## src/rtl/lape_pkg.sv

```systemverilog
package lape_pkg;
    localparam int MACRO_W  = 8;
    localparam int HALF_W   = 4;
    localparam int GROUP_M  = 4;
    localparam int GROUP_W  = MACRO_W * GROUP_M;
    localparam int HALVES   = MACRO_W / HALF_W;
endpackage

```

## src/rtl/lape_macro.sv

```systemverilog
module lape_macro
    import lape_pkg::*;
(
    input  logic [MACRO_W-1:0] d,
    input  logic               claim_in,
    output logic [MACRO_W-1:0] ep,
    output logic               hit
);
    logic [MACRO_W-1:0] tok;
    logic [HALVES-1:0]  half_claim;

    assign hit = |d;

    for (genvar h = 0; h < HALVES; h++) begin : g_half
        if (h == 0) begin : g_first
            assign half_claim[h] = claim_in;
        end else begin : g_rest
            assign half_claim[h] = claim_in | (|d[h*HALF_W-1:0]);
        end
        for (genvar j = 0; j < HALF_W; j++) begin : g_bit
            localparam int IDX = h*HALF_W + j;
            if (j == 0) begin : g_head
                assign tok[IDX] = ~half_claim[h];
            end else begin : g_chain
                assign tok[IDX] = tok[IDX-1] & ~d[IDX-1];
            end
            assign ep[IDX] = d[IDX] & tok[IDX];
        end
    end

    always_comb begin
        if (claim_in) begin
            assert_blocked_R7: assert (ep == '0);
        end
        if (|d[HALF_W-1:0]) begin
            assert_upper_quiet_R8: assert (ep[MACRO_W-1:HALF_W] == '0);
        end
    end
endmodule

```

## src/rtl/lape_group.sv

```systemverilog
module lape_group
    import lape_pkg::*;
(
    input  logic [GROUP_W-1:0] d,
    input  logic               claim_in,
    output logic [GROUP_W-1:0] ep,
    output logic               claim_out
);
    logic [GROUP_M-1:0] hit;
    logic [GROUP_M-1:0] m_claim;
    logic               la0, la1;

    assign la0 = claim_in | hit[0];
    assign la1 = la0 | hit[1];

    // Folded: first macro's claim feeds macros 1 and 3 directly.
    assign m_claim[0] = claim_in;
    assign m_claim[1] = la0;
    assign m_claim[2] = la1;
    assign m_claim[3] = la0 | (hit[1] | hit[2]);
    assign claim_out  = la1 | (hit[2] | hit[3]);

    for (genvar m = 0; m < GROUP_M; m++) begin : g_macro
        lape_macro i_macro (
            .d        (d[m*MACRO_W +: MACRO_W]),
            .claim_in (m_claim[m]),
            .ep       (ep[m*MACRO_W +: MACRO_W]),
            .hit      (hit[m])
        );
    end

    always_comb begin
        assert_fold_match_R7: assert (m_claim[3] == (m_claim[2] | hit[2]));
    end
endmodule

```

## src/rtl/lape_encoder.sv

```systemverilog
module lape_encoder
    import lape_pkg::*;
#(
    parameter int N = 64
) (
    input  logic         clk,
    input  logic         rst,
    input  logic [N-1:0] req,
    output logic [N-1:0] grant,
    output logic         valid,
    output logic         la_out
);
    localparam int GROUPS = N / GROUP_W;

    logic [N-1:0]    req_q;
    logic [N-1:0]    ep;
    logic [GROUPS:0] link;

    initial begin
        assert_width_R9: assert (N > 0 && (N % GROUP_W) == 0);
    end

    assign link[0] = 1'b0;

    for (genvar g = 0; g < GROUPS; g++) begin : g_group
        lape_group i_group (
            .d         (req_q[g*GROUP_W +: GROUP_W]),
            .claim_in  (link[g]),
            .ep        (ep[g*GROUP_W +: GROUP_W]),
            .claim_out (link[g+1])
        );
    end

    always_ff @(posedge clk) begin
        if (rst) begin
            req_q  <= '0;
            grant  <= '0;
            valid  <= 1'b0;
            la_out <= 1'b0;
        end else begin
            req_q  <= req;
            grant  <= ep;
            valid  <= |req_q;
            la_out <= link[GROUPS];
        end
    end

    assert_onehot_R2: assert property (@(posedge clk) disable iff (rst)
        $onehot0(grant));
    assert_flags_agree_R4: assert property (@(posedge clk) disable iff (rst)
        valid == la_out);
    assert_valid_grant_R3: assert property (@(posedge clk) disable iff (rst)
        valid == (grant != '0));
    assert_grant_in_req_R1: assert property (@(posedge clk) disable iff (rst)
        (grant != '0) |-> ((grant & $past(req_q)) == grant));
    assert_reset_clear_R6: assert property (@(posedge clk)
        rst |=> (grant == '0 && !valid && !la_out && req_q == '0));
endmodule

```

## config.mk

```make
export PLATFORM = sky130hd
export DESIGN_NAME = lape_encoder
export DESIGN_NICKNAME = d
export VERILOG_FILES = /design/src/rtl/lape_pkg.sv /design/src/rtl/lape_macro.sv /design/src/rtl/lape_group.sv /design/src/rtl/lape_encoder.sv
export SDC_FILE = /design/constraint.sdc
export NUM_CORES = 1
export LEC_CHECK = 0
export ABC_AREA = 1
export BUFFER_PORTS_ARGS = -buffer_cell sky130_fd_sc_hd__buf_2
export CORE_MARGIN = 2
export CORE_UTILIZATION = 54
export DETAILED_ROUTE_END_ITERATION = 8
export GPL_ROUTABILITY_DRIVEN = 0
export GPL_TIMING_DRIVEN = 0
export HOLD_SLACK_MARGIN = 0.12
export PLACE_DENSITY = 0.91
export REMOVE_ABC_BUFFERS = 1
export SLEW_MARGIN = 10
export SYNTH_ARGS = -nofsm -noshare
export SYNTH_HDL_FRONTEND = slang
export SYNTH_SLANG_ARGS = --single-unit
```

## constraint.sdc

```tcl
create_clock -name clk -period 2.6 [get_ports clk]
set_clock_uncertainty 0.2 [all_clocks]
set_input_delay 0.39 -clock clk [delete_from_list [all_inputs] [get_ports clk]]
set_output_delay 0.39 -clock clk [all_outputs]
set_load 0.01 [all_outputs]
```

# == After elaboration in Yosys (flattened, before gate mapping) ==
# Cells that the tools add are included.
# totals
inputBits,66
wordCells,212
register_bits,130
output_inout_bits,66
# op_classes
n_reduce_logical,17
n_bitwise,191
# op_table
cell,count
bitwise AND 1 bit,110
OR reduction 64 bit,1
OR reduction 8 bit,8
NOT 1 bit,63
OR reduction 4 bit,8
bitwise OR 1 bit,18

# == Longest topological paths before layout ==
# Gate-level depths: netlist of the first run.
# depth
ltp_word,11
ltp_mapped,9
ltp_nobuf,9

# == By module ==
# Synthesis of the first run repeated with hierarchy kept, for this count alone.
# unflattened
hier_cells,682
area_unflattened_um2,5016.1
# modules_own_cells
mod,seq_area_each_um2,area_each_um2,instances,cells_per_inst
lape_encoder,2602.5,3947.5,1,466
lape_macro,0.0,123.9,8,25
lape_group,0.0,38.8,2,8

# == Worst setup path after synthesis of the first run ==
# OpenSTA, ideal clock, no wires.
# synth_path
path_kind,register to register
start,reg req_q[2]
end,reg grant[53]
path_slack_ns,1.050
required_ns,2.337
arrival_time_ns,1.287
synth_period_minus_slack_ns,1.550
path_stages_with_launch,10
setup_time_ns,0.063
n_path_buf,0
path_cell_list,dfxtp_1 nor2_1 nand2_2 nor2_4 nand2_4 nor2_8 nand2_4 clkinv_2 nand3b_4 nor2_2
# synth_via
elab_chain_cells,9
# synth_lines
item,line,text
from (decl),lape_encoder.sv:15,logic [N-1:0] req_q;
from (signal assigned),lape_encoder.sv:41,req_q <= req;
OR reduction 8 bit,lape_macro.sv:12,assign hit = |d;
bitwise OR 1 bit,lape_group.sv:14,assign la1 = la0 | hit[1];
bitwise OR 1 bit,lape_group.sv:21,assign claim_out = la1 | (hit[2] | hit[3]);
bitwise OR 1 bit,lape_group.sv:13,assign la0 = claim_in | hit[0];
bitwise OR 1 bit,lape_group.sv:14,
bitwise OR 1 bit,lape_macro.sv:18,assign half_claim[h] = claim_in | (|d[h*HALF_W-1:0]);
NOT 1 bit,lape_macro.sv:23,assign tok[IDX] = ~half_claim[h];
bitwise AND 1 bit,lape_macro.sv:25,assign tok[IDX] = tok[IDX-1] & ~d[IDX-1];
bitwise AND 1 bit,lape_macro.sv:27,assign ep[IDX] = d[IDX] & tok[IDX];
to (signal assigned),lape_encoder.sv:42,grant <= ep;
to (decl),lape_encoder.sv:9,"output logic [N-1:0] grant,"
# No other way between the ends.
# A chain may end at the register's enable or synchronous reset.

==> metrics.md, run 1 <==
| Metric | Value |
|---|---|
| Clk_lat worst skew | 0.51 ns |
| WL/cell | 13.8 um |
| Maximum vdd drop | 0.456 mV |
| Initial Util | 55.1% |
| Post-synthesis sequential area ratio | 61.7% |
| Pint | 3.69 mW |
| Number of fillers in the final layout | 436 |
| Worst Hold End | grant[45] |
| Vias per cell | 4.84 |
| Number of port buffers | 131 |
| Die area | 8530 um2 |
| Total CTS buffers | 17 |
| Max Cap Viol | 0 |
| Hold slack | 0.247 ns |
| # nets final | 772 |
| Flop pwr share | 44.1% |
| Layout cell share with drive strength beyond 1 | 25.8% |
| Clock-pin slew on the worst setup and hold paths | 0.06 ns |
| Global route overflow | 0 |
| Synthesized area per cell | 8.36 um2 |
| DRC Markers | 0 |
| Status | finished clean |
| NetSw | 1.04 mW |
| Vias in the first global route | 4078 |
| Die Wd | 92.4 um |
| Crit path launch type | input port |
| HP Class | flop to flop |
| Slew @ Worst Pin | 0.699 ns |
| Detail Route Antenna Nets | 0 |
| Reg-to-reg endpoint | grant[53] |
| Met3 Use GR | 8.06% |
| Die H | 92.4 um |
| Worst R2R Setup Slack | 0.72 ns |
| Leakage power | 3.17 nW |
| IO Count | 132 |
| Sw Ratio | 22.0% |
| Post-synth top area cell | dfxtp_1 |
| Final WL | 11300 um |
| CTS sink cnt | 130 |
| H-tree levels | 4 |
| Tmin final | 2.38 ns |
| Pin count of the biggest net entering global routing | 92 |
| Antenna violations before repair | 0 |
| Top post-synthesis cells by area | dfxtp_1 (62%), nor2_1 (11%), inv_1 (9.0%), nand2_1 (3.6%), nand3_1 (3.2%) |
| CP Data Arrival Time | 2.58 ns |
| Busiest grt layer | met2 |
| # diodes | 0 |
| Clock power share | 49.1% |
| GR Util met1 | 25.4% |
| CTS tree | done |
| Worst Reg-to-Reg Cells | 7 |
| Yosys cell types | 23 |
| Synthesized area | 4220 um2 |
| First-pass GRT wire length | 17900 um |
| Slew Limit Headroom | 53.3% |
| All-layer global routing usage | 27.3% |
| Root Buffer | clkbuf_8 |
| Reg2reg start | req_q[41] |
| RSZ-0062 raised after global routing | false |
| First drt pass iteration count | 6 |
| Critical path required time | 2.80 ns |
| Final setup viols | 0 |
| Number of synthesized register bits | 130 |
| Synth top area share | 61.7% |
| Synth Instances | 504 |
| Met2 usage in global routing | 52.4% |
| Final hold violations | 0 |
| Comb pwr share | 6.8% |
| HPWL after detailed placement | 6210 um |
| Vias | 3968 |
| Synth warnings | 0 |
| Leading cell types in the layout, fill and taps excluded | dfxtp_1 (130), buf_2 (130), nor2_1 (129) |
| Crit path capture type | flop |
| Fmax | 420 MHz |
| Top fanout value on the critical path | 91 |
| Worst hold path depth | 2 |
| Initial DRC count | 183 |
| Critical path class | input port to flop |
| Final period util | 91.5% |
| Pins Over Slew Limit | 0 |
| Core footprint | 7650 um2 |
| Num rows | 32 |
| Setup TNS | 0 ns |
| PD cells | 760 nW/um2 |
| CTS max path bufs | 2 |
| Hold Crit Start | req_q[45] |
| Area grow syn2layout | 47.5% |
-- registers in the layout, summed over array words and instances, names as in the netlist --
register  cells
grant        64
req_q        64
la_out        1
valid         1
-- how the worst max path moves through the flow --
stage | from | end | slack [ns] | cells past startpoint
after floorplan | req_q[2] | grant[53] | 1.05 | 9
after global placement | rst | grant[43] | -0.75 | 4
after global routing | rst | grant[47] | 0.09 | 6
after detailed placement | rst | grant[54] | 0.23 | 5
final | rst | grant[55] | 0.22 | 6
after CTS | rst | grant[48] | 0.18 | 6
-- stage by stage --
stage | cell area [um2] | setup slack (ns) | instances | util [%] | power, mW
floorplan | 4160 | 1.05 | 490 | - | 2.24
global placement | 4950 | -0.754 | 723 | 64.7 | 2.34
detailed placement | 4980 | 0.233 | 724 | 65.1 | 2.36
CTS | 6210 | 0.177 | 820 | 81.3 | 4.74
global route | 6220 | 0.0899 | 820 | 81.3 | 4.88
finish | 6220 | 0.221 | 820 | 81.3 | 4.73
-- synth_stat cells --
| cell | n |
|---|---|
| a21oi_1 | 2 |
| buf_1 | 1 |
| clkbuf_1 | 13 |
| clkinv_2 | 1 |
| dfxtp_1 | 130 |
| inv_1 | 101 |
| inv_2 | 3 |
| nand2_1 | 40 |
| nand2_2 | 1 |
| nand2_4 | 2 |
| nand3_1 | 27 |
| nand3_2 | 1 |
| nand3b_1 | 2 |
| nand3b_4 | 1 |
| nand4_1 | 9 |
| nor2_1 | 129 |
| nor2_2 | 7 |
| nor2_4 | 2 |
| nor2_8 | 1 |
| nor3_1 | 21 |
| nor3b_1 | 1 |
| nor4_1 | 7 |
| or2_2 | 2 |
-- metal layers --
metal,up-vias,share of wire (%)
met1,1816,36
met2,199,54
met3,44,7.1
met5,-,0
li1,1909,-
met4,0,3.7
-- layout make-up --
class                   instances  area, um2  area share, %
repair buffers                197       1340           21.5
inverters                     105        399           6.42
flip-flops and latches        130       2600           41.9
well taps                     102        128           2.05
clock buffers                  18        428           6.88
multi-input cells             255       1160           18.7
clock inverters                13        160           2.58
-- power groups by stage --
stage	sequential [mW]	clock [mW]	combinational (mW)
floorplan	2.12	0	0.122
global placement	2.12	0	0.217
detailed placement	2.13	0	0.231
CTS	2.08	2.35	0.310
global route	2.09	2.44	0.357
finish	2.09	2.32	0.322
-- what timing repair did --
item	CTS	global route
hold endpoints to repair	64	0
hold buffers	65	0
setup endpoints to repair	0	38
resized for setup	0	1
setup buffers	0	0
-- kinds of logic after synthesis --
logic type             count (synthesis)  synth area share [%]
buffers and inverters                119                  10.6
flip-flops                           130                  61.7
AND/OR/NAND/NOR                      253                  27.4
AO/OA/AOI/OAI                          2                 0.237
-- critical path: stages --
cell,delay [ns]
dlygate4sd3_1,0.57
buf_4,0.16
buf_16,0.30
clkinvlp_4,0.68
nand3_1,0.36
nor2_2,0.06
No activity file was read; power rests on OpenSTA's default activity.
==> inputs of run 2 (changes only) <==
Settings changed: CORE_UTILIZATION 54 to 56, SYNTH_HIERARCHICAL set to 1.
Clock period 2.6 ns to 2.8 ns, I/O delays scaled along.
==> metrics.md, run 2 <==
| Metric | Value |
|---|---|
| Layout cell share with drive strength beyond 1 | 21.9% (-3.9 points) |
| Busiest grt layer | met2 |
| Final period util | 78.5% |
| Post-synthesis sequential area ratio | 51.9% (-9.9 points) |
| First-pass GRT wire length | 19900 um (+12%) |
| Ys flop type | dfxtp_1 |
| Critical path required time | 3.04 ns (+0.24 ns) |
| Cell total after placement | 911 (+26%) |
| Number of port buffers | 131 (unchanged) |
| Synth Instances | 682 (+35%) |
| CP Data Arrival Time | 2.44 ns (-0.14 ns) |
| Max Cap Viol | 0 (unchanged) |
| Tmin final | 2.20 ns |
| Number of synthesized flops with an enable pin | 0 (unchanged) |
| Clock-pin slew on the worst setup and hold paths | 0.06 ns (about the same) |
| Pins Over Slew Limit | 0 (unchanged) |
| Die area | 9730 um2 (+14%) |
| DRC Markers | 0 (unchanged) |
| Synthesized area | 5020 um2 (+19%) |
| Global route overflow | 0 (unchanged) |
| Vias in the first global route | 4600 (+13%) |
| First drt pass iteration count | 4 (-2) |
| IO Count | 132 (unchanged) |
| Dpl cell area | 5710 um2 (+15%) |
| Total CTS buffers | 17 (unchanged) |
| CTS max path bufs | 2 (unchanged) |
| Number of synthesized register bits | 130 (unchanged) |
| Fmax | 455 MHz |
| Postcts setup bufs | 0 (unchanged) |
| Top fanout value on the critical path | 4 (-96%) |
| Critical-path top delay cell | dfxtp_1 |
| WL/cell | 12.0 um (-13%) |
| All-layer global routing usage | 25.9% (-1.5 points) |
| Initial DRC count | 136 (-26%) |
| Core footprint | 8720 um2 (+14%) |
| Initial Util | 57.5% (+2.4 points) |
| Top cells by count, synth | nor2_1 (247), inv_1 (173), dfxtp_1 (130) |
| Clk_lat worst skew | 0.51 ns (about the same) |
| Commonest non-fill, non-tap cell in the layout | nor2_1 |
| RSZ-0062 raised after global routing | false |
| Crit path launch type | flop |
| Vias per cell | 4.52 (-6.6%) |
| Synthesized area per cell | 7.35 um2 (-12%) |
| Final Util | 79.3% (-2.0 points) |
| H-tree levels | 4 (unchanged) |
| Maximum vdd drop | 0.515 mV (+13%) |
| Top cell by count, worst path | nor2_1 |
| Die H | 98.6 um (+6.8%) |
| Synth warnings | 6 (+6) |
| Largest regs | grant (64), req_q (64) |
| Post-synth ARST share | 0% (unchanged) |
| Final setup viols | 0 (unchanged) |
| Crit-path cells | nor2_1 -> nand4_1 -> nor2_2 -> nand3_2 -> nor2_2 -> nand2_1 -> inv_2 -> nand4_2 -> nor2_1 -> inv_1 -> nor2_1 |
| Detail Route Antenna Nets | 0 (unchanged) |
| Met3 Use GR | 6.95% (-1.1 points) |
| Pin count of the biggest net entering global routing | 89 (-3.3%) |
| Final Non-Filler Cells | 1007 (+23%) |
| Top post-synthesis cells by area | dfxtp_1 (52%), nor2_1 (18%), inv_1 (13%), nand2_1 (3.6%), nor2_4 (3.6%) |
| Num rows | 34 (+6.3%) |
| Top-count cell post-synth | nor2_1 |
| Die Wd | 98.6 um (+6.8%) |
| Crit path capture type | flop |
| CTS tree | done |
| Critical path class | flop to flop |
| Vias | 4550 (+15%) |
| CP max stage delay | 0.33 ns (-0.35 ns) |
| Antenna violations before repair | 0 (unchanged) |
| # diodes | 0 (unchanged) |
| Leading cell types in the layout, fill and taps excluded | nor2_1 (247), inv_1 (173), dfxtp_1 (130), buf_2 (130), dlygate4sd3_1 (64) |
| Status | finished clean |
| GR Util met1 | 25.6% (+0.16 points) |
| CTS sink cnt | 130 (unchanged) |
| Hold slack | 0.131 ns (-0.117 ns) |
| Setup TNS | 0 ns (unchanged) |
| Final WL | 12100 um (+6.9%) |
| Root Buffer | clkbuf_8 |
| PD cells | 628 nW/um2 (-17%) |
| Area grow syn2layout | 37.9% |
| Post-synth top area cell | dfxtp_1 |
| Final Cell Area | 6920 um2 (+11%) |
| Yosys cell types | 17 (-26%) |
| HPWL after detailed placement | 6850 um (+10%) |
| Met2 usage in global routing | 47.9% (-4.6 points) |
| Final hold violations | 0 (unchanged) |
| HP Class | input port to flop |
| Leakage power | 3.44 nW (+8.4%) |
| # nets final | 952 (+23%) |
| Synth top area share | 51.9% (-9.9 points) |
-- run 2: cell types whose count changed after synthesis, moves of 8 or more --
cell      previous run  this run
nor2_1             129       247
inv_1              101       173
nor2_4               2        16
clkbuf_1            13         0
nor3_1              21         8
nand3_1             27        16
buf_6                0        10
nand2_1             40        48
nand4_2              0         8
-- run 2: worst paths after layout --
kind	startpoint	to	slack, ns	cells past startpoint
setup / recovery	req_q[5]	grant[63]	0.60	11
hold / removal	rst	req_q[6]	0.13	2
setup reg to reg	req_q[5]	grant[63]	0.60	11
hold reg to reg	req_q[23]	grant[23]	0.33	4
-- run 2: logic make-up (layout without fill, tap and decap cells) --
| logic type | Yosys count | after routing | synth area share, % |
|---|---|---|---|
| simple gates | 355 | 355 | 31.7 |
| other cells | 1 | 4 | 0.0748 |
| buf+inv | 195 | 409 | 16.2 |
| compound gates | 1 | 1 | 0.0997 |
| flops | 130 | 130 | 51.9 |
-- run 2: routing by layer --
layer  vias to the layer above  part of all wire, %  routed length, um
li1                       2331                    -                  -
met1                      1983                   38               4530
met2                       172                   52               6260
met3                        64                  4.9                586
met4                         0                  5.8                696
met5                         -                    0                  0
-- run 2: where the power goes --
part / switching (mW) / leakage (nW) / total, mW / internal [mW]
sequential: 0.0546 / 1.07 / 1.96 / 1.91
combinational: 0.163 / 2.10 / 0.324 / 0.161
clock: 0.756 / 0.275 / 2.06 / 1.31
-- run 2: final cells by class --
class	count	area, um2
Sequential cell	130	2600
Clock inverter	10	109
Fill cell	566	1810
Timing Repair Buffer	196	1330
Clock buffer	22	453
Multi-Input combinational cell	360	1610
Inverter	181	679
Tap cell	108	135
-- run 2: critical path, delay by kind of cell, from the launching register on --
kind / cells / cell delay (ns)
flip-flops: 1 / 0.33
buffers and inverters: 2 / 0.16
AND/OR/NAND/NOR: 9 / 1.45
-- run 2: timing repair --
item,in CTS,in global routing
hold buffers,64,0
resized for setup,0,0
endpoints found under the hold margin,64,0
-- run 2: stage by stage --
step / total power [mW] / worst slack, ns
floorplan: 2.12 / 1.05
global placement: 2.22 / 0.296
detailed placement: 2.24 / 0.670
CTS: 4.34 / 0.616
global route: 4.51 / 0.441
finish: 4.34 / 0.602
==> inputs of run 3 (changes only) <==
Settings changed: CORE_UTILIZATION 56 to 47, PLACE_DENSITY 0.91 to 0.82.
Clock period 2.8 ns to 1.83 ns, I/O delays scaled along.
==> metrics.md, run 3 (synthesized netlist as in run 2, its figures left out) <==
| Metric | Value |
|---|---|
| Leading cell types in the layout, fill and taps excluded | nor2_1 (227), inv_1 (171), buf_2 (130) |
| Clk_lat worst skew | 0.51 ns (about the same) |
| Clock-pin slew on the worst setup and hold paths | 0.06 ns (about the same) |
| WL/cell | 11.8 um (-1.1%) |
| Critical path required time | 2.07 ns (-0.97 ns) |
| Maximum vdd drop | 0.609 mV (+18%) |
| Final period util | 107% (+29 points) |
| CP Data Arrival Time | 2.21 ns (-0.23 ns) |
| Core footprint | 10300 um2 (+18%) |
| Tmin final | 1.96 ns (-0.234 ns) |
| Pins Over Slew Limit | 0 (unchanged) |
| Die Wd | 107 um (+8.8%) |
| First drt pass iteration count | 4 (unchanged) |
| Vias per cell | 4.39 (-2.8%) |
| Final hold violations | 0 (unchanged) |
| Total CTS buffers | 17 (unchanged) |
| RSZ-0062 raised after global routing | true |
| PD cells | 960 nW/um2 (+53%) |
| HP Class | input port to flop |
| Vias in the first global route | 4520 (-1.7%) |
| Largest regs | grant (64), req_q (64) |
| Final WL | 12800 um (+5.8%) |
| Crit path launch type | flop |
| Worst R2R Setup Slack | -0.13 ns (-0.74 ns) |
| Dpl cell area | 5750 um2 (+0.61%) |
| Num rows | 37 (+8.8%) |
| All-layer global routing usage | 22.6% (-3.2 points) |
| First-pass GRT wire length | 20100 um (+0.80%) |
| Die H | 107 um (+8.8%) |
| Status | finished, violations left |
| CTS max path bufs | 2 (unchanged) |
| Fmax | 509 MHz (+12%) |
| H-tree levels | 4 (unchanged) |
| CTS tree | done |
| Max Cap Viol | 0 (unchanged) |
| Leakage power | 3.70 nW (+7.8%) |
| Worst Setup Slack, final | -0.134 ns (-0.736 ns) |
| Final setup viols | 32 (+32) |
| Tot Pwr | 7.35 mW (+69%) |
| Initial Util | 48.6% (-8.9 points) |
| Detail Route Antenna Nets | 0 (unchanged) |
| HPWL after detailed placement | 7270 um (+6.1%) |
| Critical path class | flop to flop |
| Number of port buffers | 131 (unchanged) |
| Die area | 11500 um2 (+18%) |
| # nets final | 993 (+4.3%) |
| Crit path capture type | flop |
| Area grow syn2layout | 52.6% |
| Pin count of the biggest net entering global routing | 72 (-19%) |
| Global route overflow | 0 (unchanged) |
| Root Buffer | clkbuf_8 |
| Layout cell share with drive strength beyond 1 | 28.7% (+6.8 points) |
| Failing checks | setup timing |
| Top fanout value on the critical path | 4 (unchanged) |
| Commonest non-fill, non-tap cell in the layout | nor2_1 |
| IO Count | 132 (unchanged) |
| Initial DRC count | 166 (+22%) |
| Antenna violations before repair | 0 (unchanged) |
| Number of fillers in the final layout | 734 (+30%) |
| Vias | 4731 (+4.0%) |
| CTS sink cnt | 130 (unchanged) |
| DRC Markers | 0 (unchanged) |
| Final Cell Area | 7650 um2 (+11%) |
-- run 3: cell count changes in the layout (fill, tap and decap cells not counted), sizes merged --
cell         before  now
inv             181  183
buf             132  151
diode             0    1
bufinv            2    6
dlygate4sd3      64   86
clkinvlp          2    1
clkbuf           22   20
clkinv            6    3
-- run 3: final cells by class --
class	instances	area [um2]	share of cell area (%)
Inverter	181	692	9.04
Sequential cell	130	2630	34.4
Clock inverter	12	228	2.97
Multi-Input combinational cell	360	1800	23.5
Clock buffer	20	435	5.69
Timing Repair Buffer	237	1700	22.2
Tap cell	136	170	2.22
Antenna cell	1	2.50	0.0327
-- run 3: routing by layer --
metal	up-vias	wire length (um)	share of wire (%)	GRT usage, %
met5	-	0	0	0
met4	0	570	4.5	13.5
met3	51	522	4.1	5.27
met2	146	6830	54	40.9
met1	2113	4840	38	23.7
li1	2421	-	-	-
-- run 3: path summary, 6_finish.rpt --
kind	start	cells after the start	endpoint
setup reg to reg	req_q[18]	11	grant[62]
hold / removal	req[46]	4	req_q[46]
setup / recovery	req_q[18]	11	grant[62]
hold reg to reg	req_q[15]	4	grant[15]
-- run 3: through the flow --
step                      std cells  hold WS (ns)  setup TNS [ns]  util, %  setup WS, ns
after floorplan                 671         0.144               0        -        0.0782
after global placement          938         0.276          -69.38     55.4        -0.657
after detailed placement        939         0.279           -5.86     55.7        -0.355
after CTS                      1071         0.281          -0.772     72.6       -0.0765
after global routing           1076         0.313           -6.44     74.1        -0.247
final                          1077         0.301           -2.15     74.1        -0.134
-- run 3: where the power goes --
group | switching, mW | internal [mW]
Combinational | 0.283 | 0.301
Sequential | 0.0857 | 2.92
Clock | 1.23 | 2.54
Total | 1.60 | 5.75
-- run 3: worst max-delay path: stages (launching register included) --
cell,delay (ns)
dfxtp_2,0.35
nor2_4,0.11
nand4_1,0.17
nor2_2,0.19
nand3_4,0.11
nor2_4,0.21
nand2_2,0.13
inv_4,0.09
nand4_4,0.09
nor2_2,0.13
inv_1,0.04
nor2_1,0.08
-- run 3: repair_timing --
action	4_1_cts	5_1_grt
endpoints found under the setup margin	24	64
pin swaps	33	16
buffers inserted	14	5
hold endpoints to repair	102	0
hold buffers	86	0
resized for setup	40	34
